`src/rtl/ckd_pkg.sv`:
```
package ckd_pkg;

  // Divider code carried in the second control word
  typedef enum logic [1:0] {
    DSEL_BY1  = 2'd0,
    DSEL_BY2  = 2'd1,
    DSEL_BY3  = 2'd2,
    DSEL_BY2N = 2'd3
  } div_sel_e;

endpackage

```
`src/rtl/ckd_regs.sv`:
```
module ckd_regs
  import ckd_pkg::*;
#(
  parameter int ADDR_W  = 8,
  parameter int DATA_W  = 32,
  parameter int N_W     = 9,
  parameter int N_LSB   = 20,
  parameter int SEL_LSB = 2,
  parameter int OUT_BIT = 7,
  parameter int SRC_BIT = 0,
  parameter logic [ADDR_W-1:0] CFG_A_OFS = 8'h00,
  parameter logic [ADDR_W-1:0] CFG_B_OFS = 8'h40
) (
  input  logic              clk_i,
  input  logic              rst_ni,
  input  logic              wr_en_i,
  input  logic [ADDR_W-1:0] addr_i,
  input  logic [DATA_W-1:0] wdata_i,
  output logic [DATA_W-1:0] rdata_o,
  output logic [N_W-1:0]    n_o,
  output div_sel_e          sel_o,
  output logic              src_o,
  output logic              out_o
);

  logic [N_W-1:0] n_q, n_d;
  div_sel_e       sel_q, sel_d;
  logic           src_q, src_d;
  logic           out_q, out_d;
  logic           hit_a, hit_b;
  logic           unused_wdata;

  assign hit_a        = (addr_i == CFG_A_OFS);
  assign hit_b        = (addr_i == CFG_B_OFS);
  assign unused_wdata = ^wdata_i;

  always_comb begin
    n_d   = n_q;
    sel_d = sel_q;
    src_d = src_q;
    out_d = out_q;
    if (wr_en_i && hit_a) begin
      n_d = wdata_i[N_LSB +: N_W];
    end
    if (wr_en_i && hit_b) begin
      sel_d = div_sel_e'(wdata_i[SEL_LSB +: 2]);
      src_d = wdata_i[SRC_BIT];
      out_d = wdata_i[OUT_BIT];
    end
  end

  always_ff @(posedge clk_i or negedge rst_ni) begin
    if (!rst_ni) begin
      n_q   <= '0;
      sel_q <= DSEL_BY1;
      src_q <= 1'b0;
      out_q <= 1'b0;
    end else begin
      n_q   <= n_d;
      sel_q <= sel_d;
      src_q <= src_d;
      out_q <= out_d;
    end
  end

  always_comb begin
    rdata_o = '0;
    if (hit_a) begin
      rdata_o[N_LSB +: N_W] = n_q;
    end else if (hit_b) begin
      rdata_o[SEL_LSB +: 2] = sel_q;
      rdata_o[SRC_BIT]      = src_q;
      rdata_o[OUT_BIT]      = out_q;
    end
  end

  assign n_o   = n_q;
  assign sel_o = sel_q;
  assign src_o = src_q;
  assign out_o = out_q;

  // a write to word B lands in the stored output bit
  a_r2_word_b_write: assert property (@(posedge clk_i) disable iff (!rst_ni)
    (wr_en_i && hit_b) |=> (out_q == $past(wdata_i[OUT_BIT])));

  // unmapped writes leave every field alone
  a_r10_unmapped_quiet: assert property (@(posedge clk_i) disable iff (!rst_ni)
    (wr_en_i && !hit_a && !hit_b) |=>
      ($stable(n_q) && $stable(sel_q) && $stable(src_q) && $stable(out_q)));

endmodule

```
`src/rtl/ckd_divider.sv`:
```
module ckd_divider
  import ckd_pkg::*;
#(
  parameter int N_W = 9,
  localparam int CNT_W = N_W + 1
) (
  input  logic           clk_i,
  input  logic           rst_ni,
  input  logic           xtal_tick_i,
  input  logic           pll_tick_i,
  input  logic [N_W-1:0] pend_n_i,
  input  div_sel_e       pend_sel_i,
  input  logic           pend_src_i,
  input  logic           restart_i,
  output logic           div_tick_o,
  output logic           idle_o
);

  logic [N_W-1:0]   act_n_q, act_n_d;
  div_sel_e         act_sel_q, act_sel_d;
  logic             act_src_q, act_src_d;
  logic [CNT_W-1:0] cnt_q, cnt_d;
  logic [CNT_W-1:0] ratio;
  logic             src_tick;
  logic             at_end;

  // Ratio of the active setting; zero marks a stopped divider
  always_comb begin
    if (act_sel_q == DSEL_BY2N) begin
      ratio = {act_n_q, 1'b0};
    end else begin
      ratio = CNT_W'({1'b0, act_sel_q}) + CNT_W'(1);
    end
  end

  assign idle_o     = (ratio == '0);
  assign src_tick   = act_src_q ? pll_tick_i : xtal_tick_i;
  assign at_end     = (cnt_q == (ratio - CNT_W'(1)));
  assign div_tick_o = !idle_o && src_tick && at_end;

  always_comb begin
    act_n_d   = act_n_q;
    act_sel_d = act_sel_q;
    act_src_d = act_src_q;
    cnt_d     = cnt_q;
    if (restart_i || idle_o || div_tick_o) begin
      act_n_d   = pend_n_i;
      act_sel_d = pend_sel_i;
      act_src_d = pend_src_i;
      cnt_d     = '0;
    end else if (src_tick) begin
      cnt_d = cnt_q + CNT_W'(1);
    end
  end

  always_ff @(posedge clk_i or negedge rst_ni) begin
    if (!rst_ni) begin
      act_n_q   <= '0;
      act_sel_q <= DSEL_BY1;
      act_src_q <= 1'b0;
      cnt_q     <= '0;
    end else begin
      act_n_q   <= act_n_d;
      act_sel_q <= act_sel_d;
      act_src_q <= act_src_d;
      cnt_q     <= cnt_d;
    end
  end

  // the active setting is frozen inside a running period
  a_r8_hold_mid_period: assert property (@(posedge clk_i) disable iff (!rst_ni)
    (!idle_o && !div_tick_o && !restart_i) |=>
      ($stable(act_n_q) && $stable(act_sel_q) && $stable(act_src_q)));

  // a running count never passes the end of its period
  a_r5_count_bound: assert property (@(posedge clk_i) disable iff (!rst_ni)
    !idle_o |-> (cnt_q < ratio));

endmodule

```
`src/rtl/ckd_outmux.sv`:
```
module ckd_outmux (
  input  logic clk_i,
  input  logic rst_ni,
  input  logic xtal_tick_i,
  input  logic div_tick_i,
  input  logic div_idle_i,
  input  logic pend_out_i,
  output logic restart_o,
  output logic cpu_en_o
);

  logic act_out_q, act_out_d;
  logic en_q, en_d;
  logic out_tick;
  logic may_switch;

  assign out_tick   = act_out_q ? div_tick_i : xtal_tick_i;
  // A stopped divider has no edge to wait for
  assign may_switch = out_tick || (act_out_q && div_idle_i);
  assign restart_o  = may_switch && !act_out_q && pend_out_i;

  always_comb begin
    act_out_d = act_out_q;
    if (may_switch) begin
      act_out_d = pend_out_i;
    end
    en_d = out_tick;
  end

  always_ff @(posedge clk_i or negedge rst_ni) begin
    if (!rst_ni) begin
      act_out_q <= 1'b0;
      en_q      <= 1'b0;
    end else begin
      act_out_q <= act_out_d;
      en_q      <= en_d;
    end
  end

  assign cpu_en_o = en_q;

  // the output path only changes at an output pulse or a stopped divider
  a_r9_switch_on_edge: assert property (@(posedge clk_i) disable iff (!rst_ni)
    (!out_tick && !(act_out_q && div_idle_i)) |=> $stable(act_out_q));

  // a stopped divider on the active path never pulses the output
  a_r7_idle_silent: assert property (@(posedge clk_i) disable iff (!rst_ni)
    (act_out_q && div_idle_i) |=> !en_q);

endmodule

```
`src/rtl/ckd_cpu_clk.sv`:
```
module ckd_cpu_clk
  import ckd_pkg::*;
#(
  parameter int ADDR_W  = 8,
  parameter int DATA_W  = 32,
  parameter int N_W     = 9,
  parameter int N_LSB   = 20,
  parameter int SEL_LSB = 2,
  parameter int OUT_BIT = 7,
  parameter int SRC_BIT = 0,
  parameter logic [ADDR_W-1:0] CFG_A_OFS = 8'h00,
  parameter logic [ADDR_W-1:0] CFG_B_OFS = 8'h40
) (
  input  logic              clk_i,
  input  logic              rst_ni,
  input  logic              xtal_tick_i,
  input  logic              pll_tick_i,
  input  logic              wr_en_i,
  input  logic [ADDR_W-1:0] addr_i,
  input  logic [DATA_W-1:0] wdata_i,
  output logic [DATA_W-1:0] rdata_o,
  output logic              cpu_clk_en_o
);

  logic [1:0]     rst_sync_q;
  logic           rst_n;
  logic [N_W-1:0] pend_n;
  div_sel_e       pend_sel;
  logic           pend_src;
  logic           pend_out;
  logic           div_tick;
  logic           div_idle;
  logic           restart;

  // Assert asynchronously, release on the clock
  always_ff @(posedge clk_i or negedge rst_ni) begin
    if (!rst_ni) begin
      rst_sync_q <= 2'b00;
    end else begin
      rst_sync_q <= {rst_sync_q[0], 1'b1};
    end
  end
  assign rst_n = rst_sync_q[1];

  ckd_regs #(
    .ADDR_W(ADDR_W), .DATA_W(DATA_W), .N_W(N_W), .N_LSB(N_LSB),
    .SEL_LSB(SEL_LSB), .OUT_BIT(OUT_BIT), .SRC_BIT(SRC_BIT),
    .CFG_A_OFS(CFG_A_OFS), .CFG_B_OFS(CFG_B_OFS)
  ) u_regs (
    .clk_i   (clk_i),
    .rst_ni  (rst_n),
    .wr_en_i (wr_en_i),
    .addr_i  (addr_i),
    .wdata_i (wdata_i),
    .rdata_o (rdata_o),
    .n_o     (pend_n),
    .sel_o   (pend_sel),
    .src_o   (pend_src),
    .out_o   (pend_out)
  );

  ckd_divider #(.N_W(N_W)) u_div (
    .clk_i       (clk_i),
    .rst_ni      (rst_n),
    .xtal_tick_i (xtal_tick_i),
    .pll_tick_i  (pll_tick_i),
    .pend_n_i    (pend_n),
    .pend_sel_i  (pend_sel),
    .pend_src_i  (pend_src),
    .restart_i   (restart),
    .div_tick_o  (div_tick),
    .idle_o      (div_idle)
  );

  ckd_outmux u_out (
    .clk_i       (clk_i),
    .rst_ni      (rst_n),
    .xtal_tick_i (xtal_tick_i),
    .div_tick_i  (div_tick),
    .div_idle_i  (div_idle),
    .pend_out_i  (pend_out),
    .restart_o   (restart),
    .cpu_en_o    (cpu_clk_en_o)
  );

endmodule

```
`config.mk`:
```
export PLATFORM = sky130hd
export DESIGN_NAME = ckd_cpu_clk
export DESIGN_NICKNAME = d
export VERILOG_FILES = /design/src/rtl/ckd_pkg.sv /design/src/rtl/ckd_regs.sv /design/src/rtl/ckd_divider.sv /design/src/rtl/ckd_outmux.sv /design/src/rtl/ckd_cpu_clk.sv
export SDC_FILE = /design/constraint.sdc
export NUM_CORES = 1
export LEC_CHECK = 0
export BUFFER_PORTS_ARGS = -buffer_cell sky130_fd_sc_hd__buf_2
export CORE_ASPECT_RATIO = 0.75
export CORE_MARGIN = 1.5
export CORE_UTILIZATION = 40
export CTS_BUF_LIST = sky130_fd_sc_hd__clkbuf_16
export DETAILED_ROUTE_END_ITERATION = 7
export GPL_TIMING_DRIVEN = 0
export MAX_ROUTING_LAYER = met4
export PLACE_DENSITY = 0.65
export SLEW_MARGIN = 20
export SYNTH_ARGS = -nofsm -noshare
export SYNTH_HDL_FRONTEND = slang
export SYNTH_SLANG_ARGS = --single-unit
```
`constraint.sdc`:
```
create_clock -name clk_i -period 3.6 [get_ports clk_i]
set_input_delay 0.36 -clock clk_i [delete_from_list [all_inputs] [get_ports clk_i]]
set_output_delay 0.36 -clock clk_i [all_outputs]
set_load 0.03 [all_outputs]
```
**Word-level counts from Yosys, hierarchy flattened**

Index checks and enable logic that the tools add are counted.

- Register bits after elaboration: 39
- Input port bits: 45
- Output and inout port bits: 33
- Word-level logic and storage cells: 44

- Add/subtract/negate cells: 3
- Eq/ne operators: 3
- Multiplexer cells: 12
- Reduce and logical (&&, ||, !) cells: 15

Operators by type and width:

| cell | count |
|---|---|
| $mux W10 | 3 |
| $add A10 B1 Y10 const B | 1 |
| $eq A10 B10 Y1 | 1 |
| $logic_not A10 Y1 | 1 |
| $sub A10 B1 Y10 const B | 1 |
| $mux W9 | 1 |
| $eq A8 B7 Y1 const B | 1 |
| $logic_not A8 Y1 | 1 |
| $logic_and A1 B1 Y1 | 7 |
| $mux W1 | 6 |
| $mux W2 | 2 |
| $add A2 B1 Y3 const B | 1 |
| $logic_or A1 B1 Y1 | 3 |
| $eq A2 B2 Y1 const B | 1 |
| $logic_not A1 Y1 | 2 |
| $reduce_bool A2 Y1 | 1 |

**Depth between registers and ports, before layout**

- Depth after elaboration: 13
- Depth in mapped cells: 14
- Gate-level depth less buffers: 10

**By module**

A second synthesis with hierarchy kept.

- Cells, all modules: 304
- Area, all modules: 2881.5 µm²

Modules (own cells, without submodules):

| module | instances | cells an instance | area each (µm²) | seq. area each (µm²) |
|---|---|---|---|---|
| ckd_divider | 1 | 228 | 1946.9 | 550.5 |
| ckd_regs | 1 | 66 | 789.5 | 325.3 |
| ckd_outmux | 1 | 7 | 91.3 | 50.0 |
| ckd_cpu_clk | 1 | 3 | 53.8 | 50.0 |

**Worst setup path before layout**

OpenSTA, ideal clock, no wires.

- Path type: reg2reg
- Start point: reg u_div.act_sel_q[0]
- End point: reg u_div.act_n_q[2]
- Library setup time: 125 ps
- Arrival time: 3103 ps
- Data required time: 3475 ps
- Path slack: 372 ps
- Cell stages (with the launch flop): 14
- Path buffers: 4
- Clock period less this slack: 3228 ps
- Cell sequence: dfrtp_1 > ha_1 > buf_2 > buf_2 > or2_2 > ha_1 > buf_2 > xor2_1 > xnor2_1 > nor4b_1 > nand4_1 > o21ai_4 > buf_12 > mux2_4

- Word-level cells in the longest chain between the ends: 12

RTL lines:

| element | line | RTL |
|---|---|---|
| start, declared | ckd_divider.sv:20 | `div_sel_e act_sel_q, act_sel_d;` |
| start signal, assigned | ckd_divider.sv:64 | `act_sel_q <= act_sel_d;` |
| $add A2 B1 Y3 or $eq A2 B2 Y1 (tied branches) | ckd_divider.sv:32, ckd_divider.sv:29 |  |
| $mux W10 * | ckd_divider.sv:29 | `if (act_sel_q == DSEL_BY2N) begin` |
| parallel branches: the longest is 9 deep, another holds $sub A10 B1 Y10 | - |  |
| $logic_or A1 B1 Y1 * | ckd_divider.sv:46 | `if (restart_i \|\| idle_o \|\| div_tick_o) begin` |
| end signal, assigned | ckd_divider.sv:63 | `act_n_q <= act_n_d;` |
| end, declared | ckd_divider.sv:19 | `logic [N_W-1:0] act_n_q, act_n_d;` |

Every way passes the cells marked *.
A chain may end at the register's enable or synchronous reset.

**Final worst setup path**

- Start point: reg u_div.act_sel_q[0]
- End point: reg u_div.act_n_q[4]

The elaborated chain is that of the path after synthesis.

==> impl_metrics.csv <==
group,metric,value,unit
synthesis,synthDominantAreaCellType,"sky130_fd_sc_hd__dfrtp_1",
power,peakVddDrop,0.000513,V
synthesis,synthArstFlopShare,1.00,
placed_design,port_buffers,39,
global_route,grt_pass1_vias,1650,
synthesis,synthesis.area,0.00243,sq mm
timing,final.period_utilization,0.936,
power,powerDensity,648,mW/mm^2
placed_design,place.gp.congestion,0.813,
timing,post-route-worst-setup-slack,0.231,ns
placed_design,placedCellCount,375,
critical_path,timing.critical_path.arrival,3.53,ns
min_path,min_path_type,"flip-flop to async pin",
die,initial_util,0.415,
global_route,grt_first_pass_wirelength,7850,um
layout,fin_nets,358,
detailed_routing,detailed_route_iter0_violations,80,
timing,final_max_slew_viol_count,0,
global_route,busiest_layer,"met1",
critical_path,timing.critical_path.mode_cell,"sky130_fd_sc_hd__buf_4",
critical_path,cp_max_fo,19,
clock_tree,tritoncts_num_sinks,39,
detailed_routing,wl_per_cell,12.1,um
synthesis,post_synth_main_area_contributors,"sky130_fd_sc_hd__dfrtp_1 (40%), sky130_fd_sc_hd__mux2_2 (8.3%), sky130_fd_sc_hd__buf_4 (5.9%)",
critical_path,cp_data_required_time,3.77,ns
power,p_leak,1.52,nW
synthesis,synth_edf_count,0,
detailed_routing,detail_route.first_pass.iterations,4,
placed_design,dp_slack,-0.234,ns
layout,num_antenna_cells,0,
job,max-cap-violations,0,
critical_path,worstPathCellList,"ha_2, buf_4, or2_2, ha_1, buf_4, xor2_1, xnor2_1, nor4b_2, nand4_1, buf_4, o21ai_4, clkbuf_16, mux2_4",
global_route,groute.usage.overall,0.161,
critical_path,slowest_stage,"sky130_fd_sc_hd__dfrtp_2",
clock_tree,cts-htree-levels,2,
critical_path,worst_r2r_path_depth,13,
detailed_routing,via_per_inst,4.69,
synthesis,warnings_from_yosys,0,
layout,post_route_cells_drive_above_1_share,0.361,
die,die_outline_width,93.0,um
timing,timing.fmax,297,MHz
clock_tree,cts_buffers,5,
die,die_area,0.00656,sq mm
critical_path,cp_top_family,"simple AND/OR/NAND/NOR gates",
timing,timing_worst_slew_pin_value,0.631,ns
synthesis,synthesis.area_per_instance,10.2,sq um
detailed_routing,drc_errors,0,
global_route,grt_start_max_net_pins,20,
synthesis,netlist.area_leader.share,0.401,
timing,finalHoldViolations,0,
detailed_routing,postRouteWirelength,4680,um
global_route,use_met1,0.227,
timing,totalNegativeSetupSlack,0,ns
synthesis,ys_ff_latch,39,
clock_tree,worstSkewPairLatency,0.28,ns
die,row_count,24,
timing,rsz_0062_raised_after_global_routing,"false",
layout,post_layout_nonfiller_instances,388,
detailed_routing,antenna_left,0,
clock_tree,cts.root.buffer_cell,"sky130_fd_sc_hd__clkbuf_16",
clock_tree,clock_tree_from_tritoncts,"yes",
layout,final_area,0.00303,sq mm
global_route,number_of_antenna_violations_at_the_first_check_in_global_routing,0,
placed_design,hpwlAfterDp,3660,um
global_route,grt_overflow_total,0,
critical_path,worstSetupPathDepth,13,
global_route,grtUsageMet2,0.224,
layout,layout-area-overhead-vs-synth,24.7,%
critical_path,worst_setup_path_end_kind,"flip-flop",
timing,max-slew-margin-rel,0.577,
clock_tree,cts_buffer_depth,2,
die,design.core.area,0.00586,sq mm
detailed_routing,via_count,1818,
synthesis,yosysSeqAreaShare,0.401,
critical_path,timing.critical_path.from_type,"flip-flop",
synthesis,synth_top_flop_cell,"sky130_fd_sc_hd__dfrtp_1",
status,outcome,"finished clean",
critical_path,cp_slowest_stage_delay,0.42,ns
placed_design,placement.cell_area,0.00282,sq mm
synthesis,synthDistinctLibCells,50,
clock_tree,clk_transition_reported_paths,0.05,ns
critical_path,timing_worst_setup_path_type,"flip-flop to flip-flop",
timing,min_period,3.37,ns
die,dieHeight,70.5,um
timing,timing.final.setup_violations,0,
die,boundaryPins,78,
timing,finClkSkew,0.00201,ns
synthesis,synthesis.instances,239,
global_route,groute.layer.met3.usage,0.0419,
critical_path,critical_path.n_buffers_inverters,4,
cells in the mapped netlist, types with 2 or more instances:
cell type,number
sky130_fd_sc_hd__xnor2_1,6
sky130_fd_sc_hd__a21oi_1,6
sky130_fd_sc_hd__mux2_2,18
sky130_fd_sc_hd__nor2b_1,2
sky130_fd_sc_hd__ha_1,4
sky130_fd_sc_hd__inv_1,9
sky130_fd_sc_hd__or2_2,4
sky130_fd_sc_hd__o31ai_1,2
sky130_fd_sc_hd__nor3_1,4
sky130_fd_sc_hd__nor4b_1,2
sky130_fd_sc_hd__and2_1,10
sky130_fd_sc_hd__buf_6,2
sky130_fd_sc_hd__nor2_1,22
sky130_fd_sc_hd__or3_1,2
sky130_fd_sc_hd__dfrtp_1,39
sky130_fd_sc_hd__xor2_1,10
sky130_fd_sc_hd__clkbuf_1,4
sky130_fd_sc_hd__mux2_4,7
sky130_fd_sc_hd__mux2i_1,4
sky130_fd_sc_hd__o41ai_1,3
sky130_fd_sc_hd__buf_4,19
sky130_fd_sc_hd__nand3_1,5
sky130_fd_sc_hd__conb_1,2
sky130_fd_sc_hd__o21ai_0,3
sky130_fd_sc_hd__nand4_1,5
sky130_fd_sc_hd__o211ai_1,2
sky130_fd_sc_hd__nand2_1,17
sky130_fd_sc_hd__buf_2,4
state kept, by name (all words and copies together) (netlist names):
| register | flops |
|---|---|
| u_div.act_n_q | 9 |
| u_regs.out_o | 1 |
| u_div.act_sel_q | 2 |
| u_regs.n_o | 9 |
| u_div.act_src_q | 1 |
| u_out.cpu_en_o | 1 |
| u_regs.src_o | 1 |
| rst_sync_q | 2 |
| u_div.cnt_q | 10 |
| u_out.act_out_q | 1 |
| u_regs.sel_o | 2 |
metrics by stage:
stage               total power [W]   util  hold slack [ns]
CTS                         0.00188  0.510            0.240
detailed placement          0.00144  0.482            0.150
global route                0.00210  0.518            0.263
global placement            0.00142  0.477            0.148
finish                      0.00197  0.518            0.213
floorplan                   0.00128      -           0.0644
timing repair:
| action | 4_1_cts | 5_1_grt |
|---|---|---|
| endpoints found under the setup margin | 22 | 22 |
| pin swaps | 1 | 3 |
| gates cloned | 0 | 1 |
| gates resized for setup | 3 | 3 |
| hold buffers | 1 | 0 |
| hold endpoints to repair | 2 | 0 |
| buffers inserted | 1 | 3 |
per-layer routing:
metal	share of wire	routed length (um)	up-vias
met5	0	0	-
met4	0.0085	40	0
met3	0.051	237	5
met2	0.42	1950	47
met1	0.52	2450	834
li1	-	-	932
layout make-up:
class / instances / area (sq um)
well taps: 78 / 97.6
multi-input cells: 179 / 1280
clock buffers: 5 / 125
clock inverters: 3 / 11.3
flip-flops and latches: 39 / 978
plain buffers: 29 / 220
inverters: 9 / 33.8
repair buffers: 46 / 288
fillers: 557 / 2820
power breakdown:
part           switching, W  internal, W
registers         0.0000850     0.000520
logic              0.000447     0.000504
clock network      0.000161     0.000249
worst paths after layout:
kind | slack [ns] | endpoint | start
worst max-delay path | 0.23 | u_div.act_n_q[4]$_DFFE_PN0P_ | u_div.act_sel_q[0]$_DFFE_PN0P_
worst min-delay path | 0.21 | u_regs.n_o[1]$_DFFE_PN0P_ | rst_sync_q[1]$_DFF_PN0_
worst max register to register | 0.23 | u_div.act_n_q[4]$_DFFE_PN0P_ | u_div.act_sel_q[0]$_DFFE_PN0P_
worst min register to register | 0.21 | u_regs.n_o[1]$_DFFE_PN0P_ | rst_sync_q[1]$_DFF_PN0_
max in group asynchronous | 2.94 | u_div.act_sel_q[0]$_DFFE_PN0P_ | rst_sync_q[1]$_DFF_PN0_
min in group clk_i | 0.31 | u_regs.n_o[0]$_DFFE_PN0P_ | wdata_i[20]
kinds of logic after synthesis:
| group | Yosys count | share of synthesized area |
|---|---|---|
| XOR/XNOR | 17 | 0.0669 |
| other | 2 | 0.00309 |
| multiplexers | 29 | 0.143 |
| buffers and inverters | 39 | 0.104 |
| AND/OR/NAND/NOR | 79 | 0.166 |
| adder cells (fa/ha/maj) | 4 | 0.0206 |
| flip-flops | 39 | 0.401 |
| AO/OA/AOI/OAI | 30 | 0.0952 |
cell usage in the layout, fill, tap and decap left out, types with 4 or more instances in the layout:
| cell type | Yosys | layout |
|---|---|---|
| sky130_fd_sc_hd__buf_2 | 4 | 40 |
| sky130_fd_sc_hd__dfrtp_1 | 39 | 37 |
| sky130_fd_sc_hd__buf_4 | 19 | 25 |
| sky130_fd_sc_hd__nor2_1 | 22 | 22 |
| sky130_fd_sc_hd__conb_1 | 2 | 20 |
| sky130_fd_sc_hd__mux2_2 | 18 | 18 |
| sky130_fd_sc_hd__nand2_1 | 17 | 17 |
| sky130_fd_sc_hd__inv_1 | 9 | 10 |
| sky130_fd_sc_hd__and2_1 | 10 | 10 |
| sky130_fd_sc_hd__xor2_1 | 10 | 10 |
| sky130_fd_sc_hd__mux2_4 | 7 | 7 |
| sky130_fd_sc_hd__a21oi_1 | 6 | 6 |
| sky130_fd_sc_hd__xnor2_1 | 6 | 6 |
| sky130_fd_sc_hd__clkbuf_16 | 0 | 6 |
| sky130_fd_sc_hd__nand3_1 | 5 | 5 |
| sky130_fd_sc_hd__nand4_1 | 5 | 5 |
| sky130_fd_sc_hd__nor3_1 | 4 | 4 |
| sky130_fd_sc_hd__or2_2 | 4 | 4 |
| sky130_fd_sc_hd__mux2i_1 | 4 | 4 |
| sky130_fd_sc_hd__clkbuf_1 | 4 | 4 |
Power figures use the tool's default switching activity.
